===== src/rtl/gate_kill_pkg.sv =====
package gate_kill_pkg;
  localparam int NUM_GATES = 6;

  function automatic int clamp_len(input int req, input int lo, input int hi);
    if (req < lo) return lo;
    if (req > hi) return hi;
    return req;
  endfunction
endpackage


===== src/rtl/gks_sync.sv =====
module gks_sync #(
  parameter bit RST_VAL = 1'b0
) (
  input  logic clk,
  input  logic rst_n,
  input  logic d,
  output logic q
);
  logic meta;

  always_ff @(posedge clk) begin
    if (!rst_n) begin
      meta <= RST_VAL;
      q    <= RST_VAL;
    end else begin
      meta <= d;
      q    <= meta;
    end
  end
endmodule


===== src/rtl/gks_qual_filter.sv =====
module gks_qual_filter #(
  parameter int CW = 7
) (
  input  logic          clk,
  input  logic          rst_n,
  input  logic          act,
  input  logic [CW-1:0] thr,
  output logic          hit
);
  logic [CW-1:0] cnt;
  logic [CW-1:0] lim;

  assign lim = thr - 1'b1;
  assign hit = act && (cnt >= lim);

  always_ff @(posedge clk) begin
    if (!rst_n)          cnt <= '0;
    else if (!act)       cnt <= '0;
    else if (cnt < lim)  cnt <= cnt + 1'b1;
  end
endmodule


===== src/rtl/gks_gate_bit.sv =====
module gks_gate_bit #(
  parameter bit INIT = 1'b0
) (
  input  logic clk,
  input  logic rst_n,
  input  logic raw,
  input  logic pol,
  input  logic block,
  output logic q
);
  logic stage;

  always_ff @(posedge clk) begin
    if (!rst_n) begin
      stage <= 1'b0;
      q     <= INIT;
    end else begin
      stage <= raw;
      q     <= block ? pol : (stage ^ pol);
    end
  end

  // a blocked output lands on the inactive level of its polarity
  a_r6_forced_inactive: assert property (@(posedge clk) disable iff (!rst_n)
    block |=> (q == $past(pol)));
endmodule


===== src/rtl/gate_kill_stage.sv =====
module gate_kill_stage #(
  parameter int       FILT_W     = 7,
  parameter int       MIN_LEN    = 32,
  parameter int       MAX_LEN    = 97,
  parameter int       TRIP_LEN   = 4,
  parameter bit [5:0] INIT_LEVEL = 6'b000000
) (
  input  logic              clk,
  input  logic              rst_n,
  input  logic [5:0]        pwm_raw,
  input  logic [5:0]        pol_low,
  input  logic [FILT_W-1:0] filt_len,
  input  logic              kill_n,
  input  logic              trip,
  input  logic              trip_en,
  input  logic              fault_clr,
  output logic [5:0]        gate_out,
  output logic [1:0]        fault
);
  import gate_kill_pkg::*;

  localparam int CW  = $clog2(MAX_LEN + 1);
  localparam int TCW = $clog2(TRIP_LEN + 1);

  logic          kill_sync;
  logic          trip_sync;
  logic [CW-1:0] thr_eff;
  logic          kill_hit;
  logic          trip_hit;
  logic          trip_act;
  logic [1:0]    fault_q;
  logic          blocked;

  assign thr_eff  = CW'(clamp_len(int'(filt_len), MIN_LEN, MAX_LEN));
  assign trip_act = trip_sync && trip_en;

  gks_sync #(.RST_VAL(1'b1)) u_kill_sync (
    .clk(clk), .rst_n(rst_n), .d(kill_n), .q(kill_sync));

  gks_sync #(.RST_VAL(1'b0)) u_trip_sync (
    .clk(clk), .rst_n(rst_n), .d(trip), .q(trip_sync));

  gks_qual_filter #(.CW(CW)) u_kill_filt (
    .clk(clk), .rst_n(rst_n), .act(!kill_sync), .thr(thr_eff), .hit(kill_hit));

  gks_qual_filter #(.CW(TCW)) u_trip_filt (
    .clk(clk), .rst_n(rst_n), .act(trip_act), .thr(TCW'(TRIP_LEN)), .hit(trip_hit));

  always_ff @(posedge clk) begin
    if (!rst_n) begin
      fault_q <= 2'b00;
    end else begin
      if (kill_hit)                      fault_q[0] <= 1'b1;
      else if (fault_clr && kill_sync)   fault_q[0] <= 1'b0;
      if (trip_hit)                      fault_q[1] <= 1'b1;
      else if (fault_clr && !trip_act)   fault_q[1] <= 1'b0;
    end
  end

  assign blocked = |fault_q;
  assign fault   = fault_q;

  for (genvar g = 0; g < NUM_GATES; g++) begin : g_gate
    gks_gate_bit #(.INIT(INIT_LEVEL[g])) u_bit (
      .clk(clk), .rst_n(rst_n), .raw(pwm_raw[g]), .pol(pol_low[g]),
      .block(blocked), .q(gate_out[g]));
  end

  // Assertion support: run length of low synchronized shutdown samples and pipeline warm-up
  logic [CW-1:0] low_run;
  logic [1:0]    warm;
  always_ff @(posedge clk) begin
    if (!rst_n) begin
      low_run <= '0;
      warm    <= 2'b00;
    end else begin
      low_run <= kill_sync ? '0 : ((low_run == '1) ? low_run : low_run + 1'b1);
      warm    <= {warm[0], 1'b1};
    end
  end

  // shutdown fault rises only after a long enough unbroken low run
  a_r4_qualified_run: assert property (@(posedge clk) disable iff (!rst_n)
    $rose(fault_q[0]) |-> ($past(low_run) >= $past(thr_eff) - 1'b1));

  // two-stage path with polarity applied
  a_r2_two_stage: assert property (@(posedge clk) disable iff (!rst_n)
    (warm[1] && !blocked) |=> (gate_out == ($past(pwm_raw, 2) ^ $past(pol_low))));

  // shutdown flag holds while the synchronized input is still low
  a_r7_hold_while_low: assert property (@(posedge clk) disable iff (!rst_n)
    (fault_q[0] && !kill_sync) |=> fault_q[0]);

  // trip flag never rises while the trip source is disabled
  a_r10_trip_gated: assert property (@(posedge clk) disable iff (!rst_n)
    $rose(fault_q[1]) |-> $past(trip_en));
endmodule


===== config.mk =====
export PLATFORM = sky130hd
export DESIGN_NAME = gate_kill_stage
export DESIGN_NICKNAME = d
export VERILOG_FILES = /design/src/rtl/gate_kill_pkg.sv /design/src/rtl/gks_sync.sv /design/src/rtl/gks_qual_filter.sv /design/src/rtl/gks_gate_bit.sv /design/src/rtl/gate_kill_stage.sv
export SDC_FILE = /design/constraint.sdc
export NUM_CORES = 1
export LEC_CHECK = 0
export BUFFER_PORTS_ARGS = -buffer_cell sky130_fd_sc_hd__buf_4
export CAP_MARGIN = 20
export CORE_AREA = 2 2 54 56
export CTS_CLUSTER_DIAMETER = 150
export DETAILED_ROUTE_END_ITERATION = 12
export DIE_AREA = 0 0 56 58
export PLACE_DENSITY = 0.91
export SLEW_MARGIN = 25
export SYNTH_ARGS = -nofsm -noshare
export SYNTH_HDL_FRONTEND = slang
export SYNTH_SLANG_ARGS = --single-unit
export TNS_END_PERCENT = 10

===== constraint.sdc =====
create_clock -name clk -period 5.7 [get_ports clk]
set_clock_uncertainty 0.05 [all_clocks]
set_input_delay 0.285 -clock clk [delete_from_list [all_inputs] [get_ports clk]]
set_output_delay 0.285 -clock clk [all_outputs]
set_load 0.01 [all_outputs]

==> results.yml <==
timing:
  finalMaxSlewViolations: 0
  finalHoldViolCount: 0
  tightest_slew_ns: 0.646
  clock.fmax_ghz: 0.368
  post-route-period-util: 0.477
  slew_headroom: 0.566
  rsz0062_at_grt: "false"
  setup_violations: 0
  post-route-min-period_ns: 2.72
  finalSetupTns_ns: 0
global_route:
  grt_pass1_wl_um: 4340
  grt_usage: 0.167
  grt_overflow_total: 0
  grt_pass1_vias: 1064
  grt_max_degree: 15
  grt_antenna_before_repair: 0
logic_synthesis:
  ys_ff_latch: 28
  synth_fp_nets: 201
  yosysSeqAreaShare: 0.393
  ys.flop_type: "dfxtp_1"
  avgSynthCellArea_um2: 8.64
  async_flop_share: 0
  netlist_instances: 165
  ys_warn_count: 0
  syn_area_um2: 1430
  ys_types: 34
  synth_edf_count: 0
floorplan:
  dieHeight_um: 58
  dieArea_um2: 3250
  die_w_um: 56
  pin_count: 33
  initial_core_util: 0.535
  core.rowCount: 19
  coreArea_um2: 2660
final_layout:
  layout_common_cells: "buf_4, dfxtp_1, nand2_1, nor2_1, ha_1"
  post-route-util: 0.623
  final_common_cell: "buf_4"
  nNetsFinal: 228
  n_antenna_cell: 0
  drive_gt1_frac: 0.226
  area_growth_pct: 16.4
critical_path:
  cpPeakStageDelay_ns: 0.53
  cp_max_fo: 11
  worst-path-buf-inv: 1
  cp-end-kind: "register"
  cp-startpoint: "filt_len[3]"
  critical_path_class: "in2reg"
  cp.required_ns: 5.91
  cp.depth: 12
  cp.arrival_ns: 2.93
  critPathTopFamily: "compound AO/OA/AOI/OAI gates"
  startpoint_type: "primary input"
  slowest_stage: "or4_1"
  critPathMostFrequentCell: "ha_1"
  path_cells: "buf_4, o41ai_1, nand2b_1, a22oi_1, ha_1, nand2_1, a32oi_1, ha_1, a21oi_2, o21ai_1, or4_1, a21oi_1"
  worstReg2RegStart: "u_kill_filt.cnt[6]"
  rr_worst_depth: 5
clock_network:
  cts_buffer_depth: 2
  cts_setup_buffers: 0
  cts.repair.resized: 0
  clk_pin_slew_ns: 0.13
  cts_tree: "yes"
  cts_hold_buf: 0
  numCtsBuffers: 3
  clkSinkCount: 28
  cts_root_buf: "clkbuf_4"
  htreeDepth: 1
  clkLatencyLatePin_ns: 0.32
routing:
  drt_iter0_markers: 18
  num_vias: 1171
  drc: 0
  vias_per_cell: 5.30
  wirelength_um: 2510
  detail-route-antenna-nets: 0
  drt-wirelength-per-cell_um: 11.4
  first_pass_iters: 4
pwr:
  p_per_area_nw_per_um2: 201
  peakVddDrop_mv: 0.257
  leakage_uw: 0.000702
placement:
  hpwlAfterDp_um: 1990
  numPortBuffers: 32
  routabilityCongestion: 0.830
hold_path:
  min_path_cells: 2
  hold_start: "kill_n"
  hp-class: "in2reg"
run:
  drv_cap: 0
outcome:
  outcome: "finished clean"
[cells by family (layout without fill, tap and decap cells)]
kind of cell / Yosys count / count (layout) / share of synthesized area
and+or+nand+nor: 66 / 66 / 0.225
AOI/OAI and AO/OA: 35 / 35 / 0.162
DFF: 28 / 28 / 0.393
buffers and inverters: 15 / 40 / 0.0606
adders and majority gates: 11 / 11 / 0.0966
xor gates and xnor gates: 9 / 9 / 0.0553
muxes: 1 / 1 / 0.00702
[registers in the layout (all words and copies together) (netlist names)]
| signal | count |
|---|---|
| g_gate.u_bit.stage | 6 |
| u_kill_sync.meta | 1 |
| u_trip_sync.q | 1 |
| g_gate.u_bit.q | 6 |
| u_kill_sync.q | 1 |
| u_kill_filt.cnt | 7 |
| u_trip_sync.meta | 1 |
| u_trip_filt.cnt | 3 |
| fault | 2 |
[through the flow]
stage / hold slack, ns / power, µW / setup WS [ns] / instances / area [µm²]
after floorplan: 0.308 / 243 / 2.98 / 165 / 1430
after global placement: 0.351 / 262 / 2.73 / 218 / 1640
after detailed placement: 0.351 / 264 / 2.64 / 218 / 1640
after CTS: 0.0926 / 337 / 2.98 / 221 / 1660
after global routing: 0.0872 / 352 / 2.75 / 221 / 1660
final: 0.0992 / 334 / 2.98 / 221 / 1660
[area by class of cell]
cell class | count | area (µm²)
fillers | 230 | 1000
multi-input cells | 122 | 778
flip-flops and latches | 28 | 561
repair buffers | 32 | 240
well taps | 31 | 38.8
clock buffers | 3 | 22.5
inverters | 5 | 18.8
[routing by layer]
layer | global-route usage | share of wire
met1 | 0.207 | 0.44
met4 | 0.0204 | 0.0048
met2 | 0.296 | 0.52
met5 | 0 | 0
met3 | 0.0536 | 0.037
[report_power, final]
| group | leakage (µW) | switching (µW) | total [µW] | internal (µW) |
|---|---|---|---|---|
| clock | 0.0000138 | 50.4 | 75.1 | 24.7 |
| combinational | 0.000458 | 25.1 | 53.3 | 28.2 |
| sequential | 0.000230 | 2.25 | 205 | 203 |
| total | 0.000702 | 77.7 | 334 | 256 |
[synth_stat cells, types with 2 or more instances]
cell type,n,area share
dfxtp_1,28,0.39
nand2_1,18,0.047
nor2_1,17,0.045
ha_1,11,0.097
a21oi_1,9,0.032
and2_1,8,0.035
nand3_1,8,0.028
o21ai_0,8,0.028
xor2_1,8,0.049
buf_4,6,0.032
inv_1,5,0.013
a21oi_2,4,0.025
nand2b_1,4,0.018
o31ai_1,4,0.021
clkbuf_1,3,0.0079
or4_1,3,0.016
a211oi_1,2,0.011
nand4_1,2,0.0088
or2_2,2,0.0088
[path summary, 6_finish.rpt]
| check | endpoint | slack, ns |
|---|---|---|
| worst max register to register | u_kill_filt.cnt[6] | 3.82 |
| worst max-delay path | u_kill_filt.cnt[6] | 2.98 |
| worst min-delay path | u_kill_sync.meta | 0.1 |
| worst min register to register | u_kill_sync.q | 0.38 |
(Power assumes the default switching activity.)
